File: src/rtl/pac_pkg.sv
package pac_pkg;
  typedef enum logic {
    LVL_SUPER = 1'b0,
    LVL_USER  = 1'b1
  } priv_e;

  // bit 1: user write allowed, bit 0: user read allowed
  typedef struct packed {
    logic wr_ok;
    logic rd_ok;
  } racc_t;
endpackage

File: src/rtl/pac_master_levels.sv
module pac_master_levels
  import pac_pkg::*;
#(
  parameter int N_MASTERS = 4,
  parameter int MID_W     = (N_MASTERS > 1) ? $clog2(N_MASTERS) : 1
) (
  input  logic                 clk,
  input  logic                 rst,
  input  logic                 we,
  input  logic [N_MASTERS-1:0] wdata,
  input  logic [MID_W-1:0]     sel,
  output priv_e                lvl
);
  logic [N_MASTERS-1:0] lvl_q;

  always_ff @(posedge clk) begin
    if (rst)     lvl_q <= '0;
    else if (we) lvl_q <= wdata;
  end

  always_comb begin
    lvl = LVL_SUPER;
    if (int'(sel) < N_MASTERS && lvl_q[sel]) lvl = LVL_USER;
  end


  lvl_hold_chk: assert property (@(posedge clk) disable iff (rst)
    !we |=> $stable(lvl_q));
endmodule

File: src/rtl/pac_region_table.sv
module pac_region_table
  import pac_pkg::*;
#(
  parameter int N_REGIONS = 16,
  parameter int RIDX_W    = $clog2(N_REGIONS)
) (
  input  logic                   clk,
  input  logic                   rst,
  input  logic                   we,
  input  logic [2*N_REGIONS-1:0] wdata,
  input  logic [RIDX_W-1:0]      sel,
  output racc_t                  acc
);
  racc_t fld_q [N_REGIONS];

  for (genvar r = 0; r < N_REGIONS; r++) begin : g_fld
    always_ff @(posedge clk) begin
      if (rst)     fld_q[r] <= '0;
      else if (we) fld_q[r] <= racc_t'(wdata[2*r +: 2]);
    end
  end

  assign acc = fld_q[sel];
endmodule

File: src/rtl/pac_decide.sv
module pac_decide
  import pac_pkg::*;
(
  input  priv_e lvl,
  input  racc_t acc,
  input  logic  is_write,
  output logic  allow
);
  always_comb begin
    if (lvl == LVL_SUPER) allow = 1'b1;
    else if (is_write)    allow = acc.wr_ok;
    else                  allow = acc.rd_ok;
  end
endmodule

File: src/rtl/priv_access_check.sv
module priv_access_check
  import pac_pkg::*;
#(
  parameter int N_MASTERS = 4,
  parameter int MID_W     = (N_MASTERS > 1) ? $clog2(N_MASTERS) : 1,
  parameter int N_REGIONS = 16,
  parameter int ADDR_W    = 16
) (
  input  logic                   clk,
  input  logic                   rst,
  input  logic                   mpriv_we,
  input  logic [N_MASTERS-1:0]   mpriv_wdata,
  input  logic                   racc_we,
  input  logic [2*N_REGIONS-1:0] racc_wdata,
  input  logic                   req_valid,
  input  logic [MID_W-1:0]       req_master,
  input  logic                   req_write,
  input  logic [ADDR_W-1:0]      req_addr,
  output logic                   tgt_sel,
  output logic                   tgt_write,
  output logic [ADDR_W-1:0]      tgt_addr,
  output logic                   req_err
);
  localparam int RIDX_W = $clog2(N_REGIONS);

  logic [RIDX_W-1:0] region;
  priv_e             lvl;
  racc_t             acc;
  logic              allow;

  assign region = req_addr[ADDR_W-1 -: RIDX_W];

  pac_master_levels #(.N_MASTERS(N_MASTERS), .MID_W(MID_W)) u_lvl (
    .clk(clk), .rst(rst), .we(mpriv_we), .wdata(mpriv_wdata),
    .sel(req_master), .lvl(lvl)
  );

  pac_region_table #(.N_REGIONS(N_REGIONS), .RIDX_W(RIDX_W)) u_tbl (
    .clk(clk), .rst(rst), .we(racc_we), .wdata(racc_wdata),
    .sel(region), .acc(acc)
  );

  pac_decide u_dec (
    .lvl(lvl), .acc(acc), .is_write(req_write), .allow(allow)
  );

  always_ff @(posedge clk) begin
    if (rst) begin
      tgt_sel   <= 1'b0;
      req_err   <= 1'b0;
      tgt_write <= 1'b0;
      tgt_addr  <= '0;
    end else begin
      tgt_sel <= req_valid && allow;
      req_err <= req_valid && !allow;
      if (req_valid && allow) begin
        tgt_write <= req_write;
        tgt_addr  <= req_addr;
      end
    end
  end


  no_dual_chk: assert property (@(posedge clk) disable iff (rst)
    $onehot0({tgt_sel, req_err}));


  one_answer_chk: assert property (@(posedge clk) disable iff (rst)
    req_valid |=> (tgt_sel ^ req_err));


  idle_quiet_chk: assert property (@(posedge clk) disable iff (rst)
    !req_valid |=> (!tgt_sel && !req_err));


  super_pass_chk: assert property (@(posedge clk) disable iff (rst)
    (req_valid && lvl == LVL_SUPER) |=> tgt_sel);
endmodule

File: config.mk
export PLATFORM = sky130hd
export DESIGN_NAME = priv_access_check
export DESIGN_NICKNAME = d
export VERILOG_FILES = /design/src/rtl/pac_pkg.sv /design/src/rtl/pac_master_levels.sv /design/src/rtl/pac_region_table.sv /design/src/rtl/pac_decide.sv /design/src/rtl/priv_access_check.sv
export SDC_FILE = /design/constraint.sdc
export NUM_CORES = 1
export LEC_CHECK = 0
export BUFFER_PORTS_ARGS = -buffer_cell sky130_fd_sc_hd__buf_2
export CORE_ASPECT_RATIO = 0.7
export CORE_MARGIN = 1
export CORE_UTILIZATION = 47
export CTS_CLUSTER_DIAMETER = 60
export CTS_CLUSTER_SIZE = 8
export DETAILED_ROUTE_END_ITERATION = 8
export MAX_ROUTING_LAYER = met4
export PLACE_DENSITY = 0.76
export SYNTH_ARGS = -nofsm -noshare
export SYNTH_HDL_FRONTEND = slang
export SYNTH_SLANG_ARGS = --single-unit
File: constraint.sdc
create_clock -name clk -period 2.2 [get_ports clk]
set_input_delay 0.44 -clock clk [delete_from_list [all_inputs] [get_ports clk]]
set_output_delay 0.44 -clock clk [all_outputs]
set_load 0.005 [all_outputs]
After elaboration in Yosys (flattened, before gate mapping)

Memories as Yosys holds them, arrays and structs flattened.
Index checks and enable logic that the tools add are counted.

Bitwise operators: 16
$add $sub $neg: 0
Reductions and logical operators: 3
Divide/modulo/power cells: 0
Order comparisons: 1
Multiply operators: 0
Muxes and demuxes: 26
Shift-type cells: 0
Equality and inequality tests: 0

Operators with widths:

| kind                                               | count |
|---|---|
| 2-to-1 mux 2 bit                                   | 16 |
| bitwise OR 1 bit                                   | 16 |
| 2-to-1 mux 1 bit                                   | 9 |
| < comparator 2 x 3 -> 1 bit, second input constant | 1 |
| binary-select mux 1 bit (select 2 bit)             | 1 |
| logical AND 1 bit                                  | 2 |
| zero test 1 bit                                    | 1 |

Register bits after elaboration: 23
Memory bits (read-only): 0
Bits in latches: 0
Memories: 1
Input bits: 60
Output and inout bits: 19
RAM bits: 32
Logic and storage cells: 52

Memory list:

| memory      | depth | width | read ports | clocked after Yosys merged registers in | write ports | RTL line               | RTL |
|---|---|---|---|---|---|---|---|
| u_tbl.fld_q | 16    | 2     | 1          | 0                                       | 16          | pac_region_table.sv:14 | `racc_t fld_q [N_REGIONS];` |

Logic depth before layout (Yosys ltp)

Gate-level depths: netlist of the first run.

Depth after elaboration: 6
Gate-level depth with buffers: 8
Depth with buffers taken out: 5

Hierarchy

Synthesis of the first run repeated with hierarchy kept, for this count alone.

Cells, all modules: 189
Area, all modules: 2493.6 sq um

Modules (own cells, without submodules):

| module            | cells each | instances | seq. area each (sq um) | area each (sq um) |
|---|---|---|---|---|
| pac_region_table  | 90         | 1         | 960.9                  | 1453.9 |
| priv_access_check | 83         | 1         | 380.4                  | 863.3 |
| pac_master_levels | 14         | 1         | 80.1                   | 162.7 |
| pac_decide        | 2          | 1         | 0.0                    | 13.8 |

Least setup slack after synthesis of the first run

Ideal clock, no wire load.

Kind: input port to flip-flop
Start point: input req_addr[13]
End point: register tgt_addr[12]
Cell stages on the path: 8
Required time: 2.065 ns
Path buffers: 3
Data arrival time: 2.222 ns
Library setup time: 0.135 ns
Setup slack: -0.157 ns
Path through: buf_6 > mux2_1 > mux4_2 > o311a_1 > buf_6 > buf_8 > a21oi_2 > o311ai_1

Word-level cells in the longest chain between the ends: 4

RTL lines:

| element              | RTL line                | RTL |
|---|---|---|
| from (decl)          | priv_access_check.sv:18 | `input logic [ADDR_W-1:0] req_addr,` |
| memory (16 x 2 bit)  | n/a                     |  |
| 2-to-1 mux 1 bit     | pac_decide.sv:11        | `else if (is_write) allow = acc.wr_ok;` |
| 2-to-1 mux 1 bit     | pac_decide.sv:10        | `if (lvl == LVL_SUPER) allow = 1'b1;` |
| logical AND 1 bit    | priv_access_check.sv:56 | `if (req_valid && allow) begin` |
| to (signal assigned) | priv_access_check.sv:58 | `tgt_addr <= req_addr;` |
| to (decl)            | priv_access_check.sv:21 | `output logic [ADDR_W-1:0] tgt_addr,` |

Every way passes these cells.
A chain may end at the register's enable or synchronous reset.

Final worst setup path of the first run

Start point: memory u_tbl.fld_q[13][0] (netlist name)
End point: register tgt_addr[14]

Word-level cells in the longest chain between the ends: 4

RTL lines:

| element             | RTL line |
|---|---|
| from (decl)         | pac_region_table.sv:14 |
| memory (16 x 2 bit) | n/a |
| 2-to-1 mux 1 bit    | pac_decide.sv:11 |
| 2-to-1 mux 1 bit    | pac_decide.sv:10 |
| logical AND 1 bit   | priv_access_check.sv:56 |

Every way passes these cells.

==> flow_summary.toml, run 1 <==
[synthesis]
synth.avg_cell_area_um2 = 11.4
syn_inst = 254
synth.largest_area_cell = "edfxtp_1"
synth_cell_type_count = 34
yosysWarnings = 0
synth_fp_nets = 314
synthTopCellsByArea = "edfxtp_1 (33%), dfxtp_1 (16%), and2_1 (6.9%)"
seq_area_frac_synth_pct = 49.2
synth-seq-cells = 55
syn_area_um2 = 2890
synth_top_area_share_pct = 33.3

[worst_setup_path]
crit_family = "multiplexers"
worstPathRequired_ps = 2420
timing.rr.end = "tgt_addr[14]"
cp-end-kind = "flop"
cp_num_cells = 7
slowest_delay_ps = 520
endpoint = "tgt_addr[14]"
cp-startpoint = "u_tbl.fld_q[13][0]"
r2r_setup_slack_ps = 40
critical_path_buf_inv_count = 2
crit_type = "reg -> reg"
arrival_ps = 2380
r2r-start = "u_tbl.fld_q[13][0]"
cp_slowest_cell = "mux4_2"
cp_max_fo = 18
startpoint_type = "flop"
reg2reg_depth = 7
crit_chain = "mux2_4, mux4_2, buf_6, o311ai_4, buf_12, o2111ai_1, o311ai_1"

[detailed_routing]
routedWlPerCell_um = 15.0
viasPerCell = 5.57
routed_wl_um = 6060
firstDrtPassIters = 4
via_count = 2244
ant_nets = 0
drt_iter0_markers = 172
drcViolationCount = 0

[timing]
holdWs_ps = 354
relSlewSlack_pct = 52.5
fin_ws_ps = 43.6
rsz0062_at_grt = "yes"
worstMarginPinSlew_ps = 713
drv_slew = 0
fin_crit_ps = 2160
final.period_utilization_pct = 98.0
setup_viol = 0
hold_viol = 0
fmax_mhz = 464
skew_ps = 5.48

[cts]
insertion_delay_ps = 310
cts_hold_buffers = 0
cts-root-buf = "clkbuf_8"
clock_sinks = 55
path_clk_slew_ps = 100
htreeDepth = 2
cts_buffers = 5
postCtsSetupRepairBufs = 0
cts_max_path_buffers = 2
cts_tree = "done"

[finish]
antenna_cells = 0
drive_gt1_share_pct = 39.0
postLayoutCellArea_um2 = 3530
final_cell_mix = "buf_2 (78), and2_1 (32), edfxtp_1 (32), dfxtp_1 (23), nor2_1 (21)"
utilization_pct = 60.7
syn_to_final_growth_pct = 22.2
final_common_cell = "buf_2"
fin_nets = 387

[global_routing]
grt_pass1_vias = 2014
grt_max_degree = 56
grt_overflow_total = 0
antenna_found_initial = 0
grt_usage_pct = 21.1
grt_pass1_wl_um = 9790

[place]
port_buffers = 78
place_ws_ps = -241
dp.final_hpwl_um = 4160
routabilityCongestion = 0.787
post_dp_cell_area_um2 = 3390

[floorplan]
pin_count = 79
core_um2 = 5810
die-area_um2 = 6470
start_util_pct = 49.7
fp.dieW_um = 95.7
rows = 23
die_h_um = 67.6

[hold_path]
hp-class = "in -> reg"

[power]
p_leak_nw = 1.44
power.density_nw_per_um2 = 651
ir_drop_v = 0.000310
p_total_mw = 2.30

[status]
status = "complete, no violations"

[run]
cap_viol_max_count = 0
synth_stat cells:
master     count
or2_2          1
inv_1          1
mux4_1         1
buf_8          1
edfxtp_1      32
nor2b_1        1
a21oi_1        9
o211ai_1       1
nand3b_1       1
dfxtp_1       23
o311ai_4       1
a21oi_2        9
nor3b_1       18
mux2_2         2
nand2_1       19
mux4_2         7
and2_1        32
o311a_1        1
o211a_1        1
a211oi_2       1
clkinv_1       1
o2bb2ai_2      1
nor2_1        21
o2111ai_1     17
o311ai_0       3
mux2i_1        6
a2bb2oi_1      1
clkbuf_1      18
mux2_4         2
mux2_1         1
buf_1          1
buf_2          3
buf_6          3
o311ai_1      14
per-layer routing:
layer | share of wire [%] | track usage, % | vias to the layer above | routed length (um)
li1 | - | - | 1112 | -
met4 | 0.76 | 6.72 | 0 | 46
met5 | 0 | - | - | 0
met1 | 48 | 29.4 | 1060 | 2890
met3 | 6.2 | 5.18 | 2 | 374
met2 | 45 | 30.2 | 70 | 2750
worst min-delay path, cell delays in order:
cell,delay (ps)
buf_2,80
mux2i_1,50
nor2_1,70
state kept, by name (all words and copies together) (netlist names):
name,count
tgt_write,1
tgt_sel,1
u_lvl.lvl_q,4
tgt_addr,16
req_err,1
u_tbl.fld_q,32
logic make-up (layout without fill, tap and decap cells):
family          count (synthesis)  count (layout)  synth area share (%)
simple gates                   93              93                  17.5
compound gates                 59              59                  17.7
flops                          55              55                  49.2
buf+inv                        28             102                  4.94
mux                            19              19                  10.7
worst min-delay path by stage:
stage,depth (start not counted),endpoint,start,slack [ps]
floorplan,2,u_lvl.lvl_q[2],u_lvl.lvl_q[2],450
CTS,3,u_lvl.lvl_q[2],mpriv_wdata[2],350
finish,3,u_lvl.lvl_q[2],mpriv_wdata[2],350
global placement,2,u_lvl.lvl_q[3],u_lvl.lvl_q[3],470
global route,3,u_lvl.lvl_q[2],mpriv_wdata[2],360
detailed placement,2,u_lvl.lvl_q[0],u_lvl.lvl_q[0],490
power breakdown:
part | internal [mW] | switching (mW) | total (mW) | leakage (nW)
clock | 0.334 | 0.340 | 0.674 | 0.0556
combinational | 0.207 | 0.203 | 0.409 | 0.846
sequential | 1.18 | 0.0380 | 1.22 | 0.534
per-stage QoR:
stage,setup TNS (ps),instances
floorplan,-1650,254
global placement,-2790,395
detailed placement,-3600,395
CTS,0,403
global route,-265,403
finish,0,403
what timing repair did:
item | CTS | global route
resized for setup | 0 | 8
endpoints found under the hold margin | 0 | 0
setup endpoints to repair | 0 | 13
cell type report:
| type | instances | area (um2) |
|---|---|---|
| clock inverters | 3 | 38.8 |
| inverters | 2 | 7.51 |
| repair buffers | 92 | 549 |
| well taps | 75 | 93.8 |
| multi-input cells | 171 | 1350 |
| flip-flops and latches | 55 | 1420 |
| fillers | 492 | 2280 |
| clock buffers | 5 | 68.8 |
Note: power is estimated with default switching activity, not from simulation.
==> run 2, diff against run 1 <==
==> constraint.sdc (replaced) <==
create_clock -name clk -period 2.2 [get_ports clk]
set_input_delay 0.44 -clock clk [delete_from_list [all_inputs] [get_ports clk]]
set_output_delay 0.44 -clock clk [all_outputs]
set_load 0.05 [all_outputs]
==> run 2 against run 1 <==
Effect of this change:
- first-iteration DRC count is 25% lower
- flip-flop and latch count stayed put
- setup slack worse by 38 ps
- register-to-register slack worse by 40 ps
- combinational power is 35% higher
- design area is 1.4% higher
- utilization is 0.86 points higher
- largest cell class unchanged
- largest power group unchanged
==> flow_summary.toml, run 2 (synthesized netlist as in run 1, its figures left out) <==
[global_routing]
grt_pass1_vias = 2065
grt_util_met3_pct = 4.39
antenna_found_initial = 0
use_met2_pct = 30.1
grt_overflow_total = 0
grt_max_degree = 56
grt_usage_pct = 19.8
top_usage_layer = "met2"
grt_pass1_wl_um = 9390
met1_usage_pct = 26.1

[timing]
fin_ws_ps = 5.15
holdWs_ps = 373
setup_viol = 0
worstMarginPinSlew_ps = 721
rsz0062_at_grt = "yes"
final.period_utilization_pct = 99.8
hold_viol = 0
relSlewSlack_pct = 51.9
fmax_mhz = 456
drv_slew = 0
skew_ps = 8.41
fin_crit_ps = 2190

[worst_setup_path]
r2r-start = "u_tbl.fld_q[13][0]"
crit_type = "reg -> reg"
cp-end-kind = "flop"
r2r_setup_slack_ps = 5
startpoint_type = "flop"
cp_slowest_cell = "mux4_2"
arrival_ps = 2390
timing.rr.end = "tgt_addr[2]"
slowest_delay_ps = 500
crit_chain = "mux2_4, mux4_2, buf_6, o311ai_4, buf_6, clkbuf_16, o2111ai_1, o311ai_1"
worstPathRequired_ps = 2390
reg2reg_depth = 8
cp_common_cell = "buf_6"
cp_max_fo = 5

[floorplan]
fp.dieW_um = 95.7
rows = 23
pin_count = 79
core_um2 = 5810
start_util_pct = 49.7
die_h_um = 67.6
die-area_um2 = 6470

[place]
dp.final_hpwl_um = 4180
port_buffers = 78
routabilityCongestion = 0.801
place_ws_ps = -247

[detailed_routing]
via_count = 2268
routed_wl_um = 6220
routedWlPerCell_um = 15.2
firstDrtPassIters = 4
drt_iter0_markers = 129
drcViolationCount = 0
viasPerCell = 5.55
ant_nets = 0

[power]
p_sw_uw = 671
switching_share_pct = 29.2
ir_drop_v = 0.000312
p_comb_share_pct = 24.1
power.internal_mw = 1.63
p_total_mw = 2.30
p_clk_share_pct = 23.1
p_leak_nw = 1.46
p_seq_share_pct = 52.8
power.density_nw_per_um2 = 642

[finish]
reg_top3 = "u_tbl.fld_q x32, tgt_addr x16, u_lvl.lvl_q x4"
final_common_cell = "buf_2"
final_cell_mix = "buf_2 (78), and2_1 (32), edfxtp_1 (32), dfxtp_1 (23), nor2_1 (21)"
largest_register_ffs = 32
utilization_pct = 61.6
drive_gt1_share_pct = 39.8
antenna_cells = 0
top_register = "u_tbl.fld_q"
n_fill_cell = 497
fin_nets = 393
syn_to_final_growth_pct = 23.9

[run]
cap_viol_max_count = 0

[cts]
insertion_delay_ps = 310
cts_hold_buffers = 0
cts-root-buf = "clkbuf_8"
clock_sinks = 55
cts_tree = "done"
path_clk_slew_ps = 90
htreeDepth = 2
cts_max_path_buffers = 2
cts_buffers = 5

[status]
status = "complete, no violations"

[hold_path]
hold_path_depth = 3
min_from = "mpriv_wdata[3]"
worstHoldEndpoint = "u_lvl.lvl_q[3]"
hp-class = "in -> reg"
run 2: layout make-up:
cell class,instances,area [um2],area share (%)
Sequential cell,55,1420,39.7
Inverter,2,7.51,0.210
Timing Repair Buffer,98,624,17.4
Clock buffer,7,76.3,2.13
Multi-Input combinational cell,171,1350,37.8
Clock inverter,1,5.00,0.140
Tap cell,75,93.8,2.62
run 2: worst max path at each step:
stage / depth (start not counted) / end / slack [ps] / startpoint
floorplan: 8 / tgt_addr[12] / -150 / req_addr[13]
global placement: 8 / tgt_addr[1] / -180 / req_addr[13]
detailed placement: 8 / tgt_addr[10] / -250 / req_addr[13]
CTS: 7 / tgt_addr[10] / 30 / u_tbl.fld_q[10][0]
global route: 8 / tgt_addr[2] / -80 / u_tbl.fld_q[13][0]
finish: 8 / tgt_addr[2] / 5 / u_tbl.fld_q[13][0]
run 2: what timing repair did:
action	CTS	global route
endpoints found under the setup margin	0	15
resized for setup	0	9
buffers inserted	0	3
run 2: metal layers:
metal  wire [um]  vias to the layer above
met5           0                        -
met1        2910                     1076
met3         343                        9
li1            -                     1121
met2        2880                       62
met4          87                        0
run 2: power by group through the flow:
stage | Sequential, mW | Combinational [mW] | Clock, mW
4_1_cts | 1.21 | 0.512 | 0.548
2_1_floorplan | 1.34 | 0.247 | 0
3_3_place_gp | 1.23 | 0.503 | 0
6_report | 1.21 | 0.554 | 0.531
3_5_place_dp | 1.24 | 0.512 | 0
5_1_grt | 1.22 | 0.594 | 0.591
run 2: critical path, delay by kind of cell, from the launching register on:
| kind | cells | cell delay, ps |
|---|---|---|
| mux | 2 | 780 |
| flops | 1 | 390 |
| buf+inv | 3 | 480 |
| compound gates | 3 | 450 |
run 2: per-stage QoR:
| stage | area, um2 | setup TNS [ps] | cells |
|---|---|---|---|
| floorplan | 2900 | -1650 | 254 |
| global placement | 3380 | -2800 | 395 |
| detailed placement | 3380 | -3800 | 395 |
| CTS | 3460 | 0 | 403 |
| global route | 3580 | -254 | 409 |
| finish | 3580 | 0 | 409 |
